===== config.mk =====
export PLATFORM = sky130hd
export DESIGN_NAME = irq_status_unit
export DESIGN_NICKNAME = d
export VERILOG_FILES = /design/src/rtl/irq_pkg.sv /design/src/rtl/irq_status_reg.sv /design/src/rtl/irq_host_port.sv /design/src/rtl/irq_out_gen.sv /design/src/rtl/irq_status_unit.sv
export SDC_FILE = /design/constraint.sdc
export NUM_CORES = 1
export LEC_CHECK = 0
export ABC_AREA = 1
export CAP_MARGIN = 20
export CORE_ASPECT_RATIO = 0.7
export CORE_MARGIN = 4
export CORE_UTILIZATION = 45
export CTS_BUF_LIST = sky130_fd_sc_hd__clkbuf_4
export DETAILED_ROUTE_END_ITERATION = 12
export DONT_BUFFER_PORTS = 1
export SETUP_SLACK_MARGIN = 0.4
export SYNTH_ARGS = -nofsm -noshare
export SYNTH_HDL_FRONTEND = slang
export SYNTH_SLANG_ARGS = --single-unit

===== constraint.sdc =====
create_clock -name clk -period 1.6 [get_ports clk]
set_input_delay 0.08 -clock clk [delete_from_list [all_inputs] [get_ports clk]]
set_output_delay 0.08 -clock clk [all_outputs]
set_load 0.05 [all_outputs]

===== src/rtl/irq_pkg.sv =====
// Package: register offsets and the status bit map of the interrupt unit.
// Assumes byte offsets on an 8-bit address and a 26-bit status word.
package irq_pkg;
    localparam int STS_W = 26;
    localparam int SUM_BIT = 15;
    localparam int SW_BIT = 12;
    localparam int HI_LO = 16;

    localparam logic [7:0] OFS_STS = 8'h10;
    localparam logic [7:0] OFS_MSK = 8'h14;
    localparam logic [7:0] OFS_ENA = 8'h18;
    localparam logic [7:0] OFS_CMD = 8'h1C;

    // bits that can be stored (12 only from the command path)
    localparam logic [STS_W-1:0] STORE_MAP = 26'h3F17FFF;
    // bits that an event line can set
    localparam logic [STS_W-1:0] LINE_MAP = 26'h3F16FFF;

    typedef enum logic [1:0] {SEL_STS, SEL_MSK, SEL_ENA, SEL_NONE} reg_sel_e;
endpackage


===== src/rtl/irq_status_reg.sv =====
// Module: sticky status register with clear-on-read.
// Assumes evt_i pulses last one cycle. An event that coincides with a
// clear wins, so it is never lost.
module irq_status_reg
    import irq_pkg::*;
(
    input  logic             clk,
    input  logic             rst_n,
    input  logic [STS_W-1:0] evt_i,
    input  logic             sw_evt_i,
    input  logic             clr_i,
    output logic [STS_W-1:0] sts_o
);
    logic [STS_W-1:0] set_vec;
    logic [STS_W-1:0] sts_q;

    // combine filtered line events with the software event
    always_comb begin
        set_vec = evt_i & LINE_MAP;
        set_vec[SW_BIT] = sw_evt_i;
    end

    // accumulate events, drop old bits on clear
    always_ff @(posedge clk) begin
        if (!rst_n) sts_q <= '0;
        else if (clr_i) sts_q <= set_vec;
        else sts_q <= sts_q | set_vec;
    end

    assign sts_o = sts_q;


    evt_kept_chk: assert property (@(posedge clk) disable iff (!rst_n)
        (set_vec != '0) |=> ((sts_q & $past(set_vec)) == $past(set_vec)));

    clear_chk: assert property (@(posedge clk) disable iff (!rst_n)
        clr_i |=> ((sts_q & ~$past(set_vec)) == '0));

    hold_chk: assert property (@(posedge clk) disable iff (!rst_n)
        (!clr_i && set_vec == '0) |=> $stable(sts_q));

    rsvd_zero_chk: assert property (@(posedge clk) disable iff (!rst_n)
        (sts_q & ~STORE_MAP) == '0);
endmodule


===== src/rtl/irq_host_port.sv =====
// Module: register decode, mask and enable storage, read mux.
// Assumes one host access per cycle. Read data is combinational from
// registers, and a status read raises the clear strobe in that cycle.
module irq_host_port
    import irq_pkg::*;
#(
    parameter int ADDR_W = 8,
    parameter int DATA_W = 32
) (
    input  logic              clk,
    input  logic              rst_n,
    input  logic              rd_i,
    input  logic              wr_i,
    input  logic [ADDR_W-1:0] addr_i,
    input  logic [DATA_W-1:0] wdata_i,
    input  logic [STS_W-1:0]  sts_view_i,
    output logic [DATA_W-1:0] rdata_o,
    output logic              clr_o,
    output logic              sw_evt_o,
    output logic [STS_W-1:0]  mask_o,
    output logic              ena_o
);
    reg_sel_e sel;
    logic [STS_W-1:0] mask_q;
    logic ena_q;

    // decode the offset into a register select
    always_comb begin
        case (addr_i)
            ADDR_W'(OFS_STS): sel = SEL_STS;
            ADDR_W'(OFS_MSK): sel = SEL_MSK;
            ADDR_W'(OFS_ENA): sel = SEL_ENA;
            default:          sel = SEL_NONE;
        endcase
    end

    // mask and enable registers
    always_ff @(posedge clk) begin
        if (!rst_n) begin
            mask_q <= '0;
            ena_q <= 1'b0;
        end else if (wr_i) begin
            if (sel == SEL_MSK) mask_q <= wdata_i[STS_W-1:0];
            if (sel == SEL_ENA) ena_q <= wdata_i[0];
        end
    end

    // read mux
    always_comb begin
        rdata_o = '0;
        case (sel)
            SEL_STS: rdata_o[STS_W-1:0] = sts_view_i;
            SEL_MSK: rdata_o[STS_W-1:0] = mask_q;
            SEL_ENA: rdata_o[0] = ena_q;
            default: rdata_o = '0;
        endcase
    end

    assign clr_o = rd_i && (sel == SEL_STS);
    assign sw_evt_o = wr_i && (addr_i == ADDR_W'(OFS_CMD)) && wdata_i[0];
    assign mask_o = mask_q;
    assign ena_o = ena_q;


    ena_hold_chk: assert property (@(posedge clk) disable iff (!rst_n)
        !(wr_i && sel == SEL_ENA) |=> $stable(ena_q));

    mask_hold_chk: assert property (@(posedge clk) disable iff (!rst_n)
        !(wr_i && sel == SEL_MSK) |=> $stable(mask_q));
endmodule


===== src/rtl/irq_out_gen.sv =====
// Module: builds the host view of status (summary bit) and the
// interrupt level. Assumes sts_i holds no bit 15 of its own.
module irq_out_gen
    import irq_pkg::*;
(
    input  logic [STS_W-1:0] sts_i,
    input  logic [STS_W-1:0] mask_i,
    input  logic             ena_i,
    output logic [STS_W-1:0] view_o,
    output logic             irq_o
);
    // insert the summary of the high group into bit 15
    always_comb begin
        view_o = sts_i;
        view_o[SUM_BIT] = |sts_i[STS_W-1:HI_LO];
    end

    // gate the masked view with the global enable
    always_comb begin
        irq_o = ena_i && ((view_o & mask_i) != '0);
    end
endmodule


===== src/rtl/irq_status_unit.sv =====
// Top: interrupt status, mask and enable unit.
// Assumes a single clock, synchronous active-low reset, and a host that
// samples read data in the cycle it raises the read strobe.
module irq_status_unit
    import irq_pkg::*;
#(
    parameter int ADDR_W = 8,
    parameter int DATA_W = 32
) (
    input  logic              clk,
    input  logic              rst_n,
    input  logic [STS_W-1:0]  evt_i,
    input  logic              host_rd_i,
    input  logic              host_wr_i,
    input  logic [ADDR_W-1:0] host_addr_i,
    input  logic [DATA_W-1:0] host_wdata_i,
    output logic [DATA_W-1:0] host_rdata_o,
    output logic              irq_o
);
    logic [STS_W-1:0] sts, view, mask;
    logic clr, sw_evt, ena;

    irq_status_reg u_sts (
        .clk(clk), .rst_n(rst_n), .evt_i(evt_i), .sw_evt_i(sw_evt),
        .clr_i(clr), .sts_o(sts)
    );

    irq_host_port #(.ADDR_W(ADDR_W), .DATA_W(DATA_W)) u_port (
        .clk(clk), .rst_n(rst_n), .rd_i(host_rd_i), .wr_i(host_wr_i),
        .addr_i(host_addr_i), .wdata_i(host_wdata_i), .sts_view_i(view),
        .rdata_o(host_rdata_o), .clr_o(clr), .sw_evt_o(sw_evt),
        .mask_o(mask), .ena_o(ena)
    );

    irq_out_gen u_out (
        .sts_i(sts), .mask_i(mask), .ena_i(ena), .view_o(view), .irq_o(irq_o)
    );


    gate_off_chk: assert property (@(posedge clk) disable iff (!rst_n)
        !ena |-> !irq_o);

    idle_quiet_chk: assert property (@(posedge clk) disable iff (!rst_n)
        (sts == '0) |-> !irq_o);

    sw_evt_chk: assert property (@(posedge clk) disable iff (!rst_n)
        sw_evt |=> sts[SW_BIT]);
endmodule


# After elaboration in Yosys (flattened, before gate mapping)
# Cells that the tools add are included.
# totals
elab_cells	27
ff_bits	53
in_bits	70
rom_bits	0
ramBits	0
out_inout_bits	33
latchBits	0
mem_count	0
# classes
order_cmp	0
mul	0
n_bitwise	3
n_shift	0
n_eq_ne	6
reduce_logical	10
mux	4
addsub	0
n_div	0
# ops
op	n
$pmux W25 S2	1
$eq A8 B5 Y1 const B	4
$and A26 B26 Y26	1
$mux W26	1
$or A26 B26 Y26	1
$reduce_bool A26 Y1	1
$reduce_or A10 Y1	1
$pmux W2 S3	1
$logic_and A1 B1 Y1	4
$reduce_and A2 Y1	2
$pmux W1 S3	1
$eq A2 B1 Y1 const B	1
$eq A2 B2 Y1 const B	1
$logic_not A2 Y1	1
$reduce_or A2 Y1	1
$not A1 Y1	1

# Depth between registers and ports, before layout
# Gate-level depths: netlist of the first run.
# logic_depth
word_depth	5
ltp_mapped	8
depth_no_buf	7

# By module
# From an unflattened synthesis of the first run, not the netlist that was laid out.
# hier_totals
cells_unflattened	528
area_unflattened_um2	3113.0
# modules_own_cells
module	instances	cells_each	seq_area_each_um2	area_per_inst_um2
irq_host_port	1	344	540.5	1890.6
irq_status_reg	1	99	440.4	798.3
irq_out_gen	1	85	0.0	424.2

# Least setup slack after synthesis of the first run
# No wires, ideal clock.
# synth_timing
path_kind	input to output
from	input port host_addr_i[0]
to	output port host_rdata_o[14]
t_required_ns	1.520
path_stages	6
arrival_time_ns	1.744
setup_slack_ns	-0.224
n_path_buf	1
path_cell_list	inv_1 > nand2_1 > nor2_4 > nand2_1 > clkbuf_1 > o21ai_0
# synth_between
elab_chain_cells	4
word_cells_on_any_way	7
cone_classes	eq/ne (4); mux (2); reduce/logical (1)
# synth_rtl
item	line	rtl
start: declaration	irq_status_unit.sv:15	input logic [ADDR_W-1:0] host_addr_i,
$eq A8 B5 Y1	irq_host_port.sv:29	case (addr_i)
$pmux W2 S3 (*)	irq_host_port.sv:29	
$eq A2 B1 Y1 / $logic_not A2 Y1 (equally long branches)	irq_host_port.sv:51	case (sel)
$pmux W25 S2 (*)	irq_host_port.sv:51	
end: declaration	irq_status_unit.sv:17	output logic [DATA_W-1:0] host_rdata_o,
# Mark *: on every way between the ends. The rest lies on a longest branch, timed or not.

# Final worst setup path of the first run
# layout_timing
from	register u_sts.sts_q[25] (netlist: u_sts.sts_o[25])
to	output port irq_o
# layout_between
elab_chain_cells	4
# layout_rtl
item	line	rtl
start: declaration	irq_status_reg.sv:15	logic [STS_W-1:0] sts_q;
start signal: assignment	irq_status_reg.sv:26	else if (clr_i) sts_q <= set_vec;
start signal: assignment	irq_status_reg.sv:27	else sts_q <= sts_q | set_vec;
$reduce_or A10 Y1	irq_out_gen.sv:15	view_o[SUM_BIT] = |sts_i[STS_W-1:HI_LO];
$and A26 B26 Y26 (*)	irq_out_gen.sv:20	irq_o = ena_i && ((view_o & mask_i) != '0);
$reduce_bool A26 Y1 (*)	irq_out_gen.sv:20	
$logic_and A1 B1 Y1 (*)	irq_out_gen.sv:20	
end: declaration	irq_status_unit.sv:18	output logic irq_o
# Marked as above.

==> flow_summary.json, run 1 <==
{
  "multi_input_area_sq_um": 1310,
  "path_buf_inv": 1,
  "critPathLaunchType": "flip-flop",
  "synth-edff-count": 0,
  "status": "finished, final reports clean",
  "coreArea_sq_um": 4970,
  "worstSetupPathType": "reg2out",
  "synthTopCellsByArea": "dfxtp_1 41%, nand2_1 18%, nor2_1 14%",
  "clockRootBuffer": "clkbuf_4",
  "cp_slowest_cell": "dfxtp_2",
  "synth_most_common_cell": "nand2_1",
  "min_period_over_period": 0.930,
  "initial_core_util": 0.482,
  "yosys.cell_types.count": 22,
  "power_density_nw_per_um2": 636,
  "syn_to_final_growth_pct": 51.3,
  "required_ps": 1520,
  "dr_wl_met2_mm": 3.78,
  "port_buffers": 0,
  "clock-sinks": 49,
  "dp_slack_ps": 338,
  "fin_ws_ps": 112,
  "hp-class": "in2reg",
  "dpl_cell_area_sq_um": 2750,
  "drive_gt1_frac": 0.314,
  "wl_met3_um": 459,
  "ir_worst_vdd_mv": 0.451,
  "whs_ps": 31.6,
  "whs_endpoint": "u_sts.sts_o[12]",
  "grt_pass1_vias": 2579,
  "ys_seq_area_frac": 0.410,
  "cts_buffers": 5,
  "path_common_cell": "nor2_1",
  "fill_cells": 424,
  "ys_top_cells_by_count": "115 x nand2_1, 91 x nor2_1, 49 x dfxtp_1",
  "cap_violations": 0,
  "rows": 21,
  "regArea_sq_um": 1040,
  "fmax_ghz": 0.672,
  "ff2ff_setup_slack_ps": 690,
  "pwr-share-comb": 0.117,
  "relSlewSlack": 0.348,
  "crit_chain": "nor2_1, nand2_1, nor2_2, nor2_1, nor2_1, a21oi_2, buf_6",
  "wl_per_cell_um": 14.8,
  "ff2ff_path_depth": 4,
  "min_from": "rst_n",
  "post-route-min-period_ps": 1490,
  "finClkSkew_ps": 0,
  "ys_async_sr_fraction": 0,
  "netSwitchingPower_uw": 565,
  "p_clk_frac": 0.319,
  "antenna_left": 0,
  "globalRouteTotalUtil": 0.237,
  "cts.path.max_buffers": 2,
  "io_pins": 103,
  "syn_inst": 378,
  "syn_area_per_cell_sq_um": 6.34,
  "fin_cells": 531,
  "antenna_found_initial": 0,
  "ys_seq_elements": 49,
  "endpoint_kind": "output pin",
  "tightest_slew_ps": 977,
  "clk_pin_slew_ps": 140,
  "rsz0062_at_grt": "yes",
  "synth-main-ff-cell": "dfxtp_1",
  "crit_arrival_ps": 1410,
  "cp_max_fo": 4,
  "gp_congestion": 0.845,
  "drt-initial-drc-count": 146,
  "slew_viol_final": 0,
  "viasPerCell": 4.91,
  "wl_met1_mm": 3.53,
  "r2r-end": "u_sts.sts_o[21]",
  "r2r_start": "u_sts.sts_o[21]",
  "fp.dieW_um": 95.2,
  "routed_wl_mm": 7.84,
  "internal_power_uw": 1740,
  "die_area_sq_um": 6570,
  "top_layer": "met4",
  "design_area_sq_um": 3620,
  "yosysTopAreaCellShare": 0.410,
  "clk_latency_ps": 350,
  "hold_viol": 0,
  "yosys.area.top_type": "dfxtp_1",
  "vias": 2608,
  "total_power_uw": 2310,
  "grt_max_degree": 23,
  "cts_tree": "built",
  "synth_area_sq_um": 2390,
  "drt-pass1-iter-count": 5,
  "synth_warnings": 0,
  "slowest_delay_ps": 370,
  "holdPathStages": 2,
  "post-dp-hpwl_mm": 4.90,
  "htreeDepth": 2,
  "cp_top_family": "simple AND/OR/NAND/NOR gates",
  "power_leakage_uw": 0.00169,
  "grt_pass1_wl_mm": 12.4,
  "dp.cells": 468,
  "final_nets": 531,
  "swShare": 0.245,
  "setup_viol": 0,
  "diodes": 0,
  "grt_overflow": 0,
  "drcViolationCount": 0,
  "die_y_um": 69.0,
  "seq_power_share": 0.564
}
==> flip-flops by register name, summed over array words and instances, names as in the netlist <==
name,count
u_sts.sts_o,22
u_port.mask_o,26
u_port.ena_o,1
==> cell usage in the layout (no fill, tap or decap), types with 3 or more instances in the layout <==
cell | Yosys | layout
a21oi_1 | 26 | 25
nand3_1 | 4 | 4
clkbuf_4 | 0 | 6
dfxtp_4 | 0 | 3
nor2_1 | 91 | 80
dfxtp_1 | 49 | 9
dlygate4sd3_1 | 0 | 51
nand2_1 | 115 | 110
nand2_2 | 1 | 3
inv_2 | 2 | 12
o21ai_2 | 0 | 17
dfxtp_2 | 0 | 37
buf_4 | 7 | 14
nor2_2 | 0 | 11
inv_1 | 34 | 18
conb_1 | 1 | 6
nand4_1 | 5 | 5
buf_6 | 2 | 25
==> power by group through the flow <==
stage	Sequential (uW)	Combinational, uW	Clock (uW)
2_1_floorplan	1310	144	0
3_3_place_gp	1320	138	0
3_5_place_dp	1320	141	0
4_1_cts	1300	259	749
5_1_grt	1310	294	814
6_report	1300	270	735
==> per-layer routing <==
metal,track usage,vias to the layer above
li1,-,1325
met1,0.319,1203
met2,0.382,70
met3,0.0554,10
met4,0.0512,0
met5,0,-
==> per-stage QoR <==
| stage | TNS (ps) | utilization |
|---|---|---|
| after CTS | 0 | 0.701 |
| after global routing | -3.81 | 0.730 |
| after global placement | 0 | 0.554 |
| after floorplan | 0 | - |
| final | 0 | 0.730 |
| after detailed placement | 0 | 0.554 |
==> cells by family after synthesis <==
kind of cell | after synthesis | synth area share
buffers and inverters | 58 | 0.112
other | 1 | 0.00157
and+or+nand+nor | 219 | 0.364
DFF | 49 | 0.410
AOI/OAI and AO/OA | 51 | 0.113
==> cell type report <==
cell class | instances | area share
clock buffer | 6 | 0.0124
tap | 69 | 0.0238
sequential | 49 | 0.287
multi-input combinational | 276 | 0.361
clock inverter | 2 | 0.00932
timing repair buffer | 92 | 0.257
inverter | 37 | 0.0504
==> worst max path at each step <==
| stage | start | to | cells after the start |
|---|---|---|---|
| 6_report | u_sts.sts_o[25] | irq_o | 7 |
| 5_1_grt | u_sts.sts_o[25] | irq_o | 7 |
| 4_1_cts | u_sts.sts_o[21] | irq_o | 7 |
| 3_5_place_dp | host_addr_i[6] | host_rdata_o[0] | 8 |
| 3_3_place_gp | host_addr_i[6] | host_rdata_o[1] | 8 |
| 2_1_floorplan | host_addr_i[1] | host_rdata_o[0] | 6 |
==> timing repair <==
item	4_1_cts	5_1_grt
hold buffers	52	0
gates resized for setup	45	62
setup buffers	1	2
setup endpoints to repair	24	46
hold endpoints to repair	49	0
pin swaps	2	16
Power figures use the tool's default switching activity.
==> run 2: changes to the inputs <==
SYNTH_HIERARCHICAL = 1   (was default)
==> flow_summary.json, run 2 <==
{
  "status": "complete, but fails checks",
  "violations": "negative setup slack",
  "dpl_cell_area_sq_um": 3150,
  "viasPerCell": 4.51,
  "grt_max_degree": 29,
  "globalRouteTotalUtil": 0.199,
  "largest_reg_flops": 26,
  "min_period_over_period": 1.07,
  "relSlewSlack": 0.631,
  "post-route-min-period_ps": 1710,
  "drive_gt1_frac": 0.223,
  "clk_pin_slew_ps": 140,
  "antenna_found_initial": 0,
  "tightest_slew_ps": 553,
  "die_y_um": 77.5,
  "die_area_sq_um": 8320,
  "cts.path.max_buffers": 2,
  "utilization": 0.622,
  "grt_pass1_wl_mm": 13.3,
  "critPathLaunchType": "flip-flop",
  "drcViolationCount": 0,
  "cp_max_fo": 3,
  "grt_overflow": 0,
  "clockRootBuffer": "clkbuf_4",
  "io_pins": 103,
  "worstSetupPathType": "reg2out",
  "htreeDepth": 2,
  "diodes": 0,
  "gp_congestion": 0.832,
  "design_area_sq_um": 4180,
  "rows": 25,
  "mostFrequentLayoutCells": "151 x nand2_1, 109 x inv_1, 46 x dlygate4sd3_1, 38 x nor2_1, 32 x dfxtp_1",
  "fin_ws_ps": -111,
  "endpoint_kind": "output pin",
  "hold_viol": 0,
  "vias": 2974,
  "slew_viol_final": 0,
  "power_density_nw_per_um2": 570,
  "antenna_left": 0,
  "syn_to_final_growth_pct": 34.6,
  "post-dp-hpwl_mm": 5.56,
  "finClkSkew_ps": 0,
  "syn_inst": 527,
  "initial_core_util": 0.462,
  "power_leakage_uw": 0.00213,
  "hp-class": "in2reg",
  "cts_tree": "built",
  "fmax_ghz": 0.584,
  "cts_buffers": 5,
  "dp_slack_ps": 258,
  "final_nets": 634,
  "crit_arrival_ps": 1630,
  "setup_viol": 1,
  "drt-pass1-iter-count": 4,
  "dp.cells": 587,
  "whs_ps": 6.45,
  "coreArea_sq_um": 6730,
  "drt-initial-drc-count": 147,
  "wl_per_cell_um": 13.1,
  "clock-sinks": 49,
  "synth_warnings": 6,
  "synth_area_sq_um": 3110,
  "ir_worst_vdd_mv": 0.352,
  "port_buffers": 0,
  "syn_area_per_cell_sq_um": 5.89,
  "fin_cells": 659,
  "layout_commonest_cell": "nand2_1",
  "clk_latency_ps": 370,
  "cap_violations": 0,
  "required_ps": 1520,
  "grt_pass1_vias": 2700,
  "routed_wl_mm": 8.62,
  "rsz0062_at_grt": "yes",
  "fp.dieW_um": 107
}
run 2: worst paths after layout:
kind	start	end	slack, ps	cells after the start
min	host_wdata_i[11]	u_port/mask_o[11]	6	4
max	u_sts/sts_o[7]	irq_o	-110	8
min reg2reg	u_sts/sts_o[2]	u_sts/sts_o[2]	500	2
max reg2reg	u_sts/sts_o[16]	u_sts/sts_o[16]	850	3
run 2: layout make-up:
class / instances / area (sq um)
Multi-Input combinational cell: 315 / 1650
Inverter: 114 / 428
Clock inverter: 2 / 38.8
Fill cell: 635 / 2540
Timing Repair Buffer: 79 / 897
Tap cell: 94 / 118
Clock buffer: 6 / 45.0
Sequential cell: 49 / 1000
run 2: metrics by stage:
stage / power [uW] / TNS (ps)
after CTS: 2370 / -118
after floorplan: 1550 / 0
after detailed placement: 1500 / 0
final: 2380 / -111
after global routing: 2480 / -196
after global placement: 1500 / 0
run 2: routing by layer:
| layer | wire length (um) | GRT usage |
|---|---|---|
| met4 | 55 | 0.0281 |
| met5 | 0 | 0 |
| met1 | 4490 | 0.306 |
| met3 | 487 | 0.0324 |
| met2 | 3590 | 0.297 |
run 2: worst max-delay path, stage by stage (launching register included):
cell	delay, ps
dfxtp_1	430
nand2_1	80
nand2_1	60
inv_1	40
nand2_1	80
nor2_1	50
nand3_1	110
nand2_1	90
inv_1	330
run 2: repair_timing:
item | in CTS | in global routing
resized for setup | 40 | 57
hold buffers | 48 | 0
gates cloned | 2 | 1
pin swaps | 15 | 24
endpoints found under the setup margin | 27 | 76
endpoints found under the hold margin | 49 | 0
setup buffers | 5 | 8
run 2: where the power goes:
| part | total, uW | switching, uW | internal, uW |
|---|---|---|---|
| sequential | 1310 | 43.3 | 1260 |
| combinational | 317 | 175 | 142 |
| clock | 760 | 410 | 350 |
==> run 3: changes to the inputs <==
PLACE_DENSITY_LB_ADDON = 0.08   (was default)
RECOVER_POWER = 100   (was default)
REMOVE_ABC_BUFFERS = 1   (was default)
==> flow_summary.json, run 3 (synthesized netlist as in run 2, its figures left out) <==
{
  "grt_max_degree": 28,
  "viasPerCell": 4.56,
  "wl_per_cell_um": 13.2,
  "tightest_slew_ps": 884,
  "relSlewSlack": 0.410,
  "critPathLaunchType": "flip-flop",
  "drive_gt1_frac": 0.207,
  "antenna_left": 0,
  "routed_wl_mm": 9.06,
  "finClkSkew_ps": 0,
  "endpoint_kind": "output pin",
  "post-route-min-period_ps": 1610,
  "min_from": "host_addr_i[3]",
  "ir_worst_vdd_mv": 0.241,
  "drt-pass1-iter-count": 4,
  "power_leakage_uw": 0.00223,
  "holdPathStages": 6,
  "htreeDepth": 2,
  "port_buffers": 0,
  "vias": 3121,
  "cts_tree": "built",
  "crit_path_end": "irq_o",
  "syn_to_final_growth_pct": 37.9,
  "fin_ws_ps": -5.18,
  "min_period_over_period": 1.00,
  "status": "complete, but fails checks",
  "slew_viol_final": 0,
  "antenna_found_initial": 1,
  "clockRootBuffer": "clkbuf_4",
  "globalRouteTotalUtil": 0.216,
  "r2r_start": "u_sts/sts_o[22]",
  "rows": 25,
  "violations": "negative setup slack",
  "io_pins": 103,
  "fin_cells": 685,
  "multi_input_area_sq_um": 1460,
  "ff2ff_path_depth": 5,
  "cp_max_fo": 2,
  "startpoint": "u_sts/sts_o[16]",
  "regArea_sq_um": 1010,
  "gp_congestion": 0.802,
  "drcViolationCount": 0,
  "cts_buffers": 5,
  "utilization": 0.637,
  "clk_pin_slew_ps": 150,
  "setup_viol": 1,
  "die_y_um": 77.5,
  "design_area_sq_um": 4280,
  "grt_overflow": 0,
  "required_ps": 1520,
  "r2r-end": "u_sts/sts_o[22]",
  "worstSetupPathType": "reg2out",
  "rsz0062_at_grt": "yes",
  "post-dp-hpwl_mm": 5.51,
  "fill_cells": 644,
  "dp.cells": 609,
  "layout_commonest_cell": "nand2_1",
  "clock-sinks": 49,
  "crit_arrival_ps": 1530,
  "die_area_sq_um": 8320,
  "clk_latency_ps": 370,
  "initial_core_util": 0.462,
  "hold_viol": 0,
  "final_nets": 659,
  "mostFrequentLayoutCells": "172 x nand2_1, 109 x inv_1, 51 x dlygate4sd3_1, 38 x nor2_1",
  "hp-class": "in2reg",
  "total_power_uw": 2240,
  "fp.dieW_um": 107,
  "cts.path.max_buffers": 2,
  "grt_pass1_vias": 3038,
  "cap_violations": 0,
  "fmax_ghz": 0.623,
  "dpl_cell_area_sq_um": 3490,
  "ff2ff_setup_slack_ps": 630,
  "drt-initial-drc-count": 174,
  "grt_pass1_wl_mm": 14.4,
  "power_density_nw_per_um2": 523,
  "largest_reg_flops": 26,
  "coreArea_sq_um": 6730
}
run 3: changes by cell type in the layout (fill, tap and decap cells not counted), moves of 4 or more:
cell / delta
nand2_1: +21
nand2_4: -18
buf_12: +13
dlygate4sd3_1: +5
dfxtp_1: -4
run 3: area by class of cell:
cell class / count / area share
multi-input cells: 315 / 0.340
repair buffers: 104 / 0.283
flip-flops and latches: 49 / 0.236
inverters: 114 / 0.101
well taps: 94 / 0.0275
clock buffers: 5 / 0.00876
clock inverters: 3 / 0.00292
diodes: 1 / 0.000584
run 3: timing repair:
item                                    4_1_cts  5_1_grt
buffers inserted                              8        5
pin swaps                                    18       19
cloned                                        1        0
hold buffers                                 51        0
gates resized for setup                      48       50
endpoints found under the setup margin       25       29
hold endpoints to repair                     49        0
run 3: critical path, stage by stage, from the launching register on:
cell     delay [ps]
dfxtp_2         390
buf_6           110
nand2_1          40
nand2_1          50
nor2_1           30
nand2_1          50
nor2_1           40
nand3_1          60
nand2_1          60
inv_1           330
run 3: layer usage:
layer,vias up,track usage,share of wire
met3,13,0.0374,0.062
met4,0,0.0639,0.012
met1,1388,0.287,0.44
li1,1617,-,-
met5,-,0,0
met2,103,0.357,0.48
run 3: report_power, final:
group | switching, uW | internal (uW)
clock | 417 | 160
combinational | 185 | 173
sequential | 40.5 | 1260
run 3: stage by stage:
step                setup WS [ps]  hold slack (ps)  TNS, ps
floorplan                    -456              201   -22710
global placement              316              208        0
detailed placement            277              211        0
CTS                         -21.3             15.2    -40.1
global route                 -133             81.4     -198
finish                      -5.18             52.2    -5.18
run 3: how the worst min path moves through the flow:
| stage | end | slack [ps] |
|---|---|---|
| finish | u_port/ena_o | 50 |
| global route | u_port/ena_o | 80 |
| CTS | u_port/mask_o[25] | 20 |
| detailed placement | u_port/mask_o[1] | 210 |
| global placement | u_port/mask_o[7] | 210 |
| floorplan | u_port/ena_o | 200 |
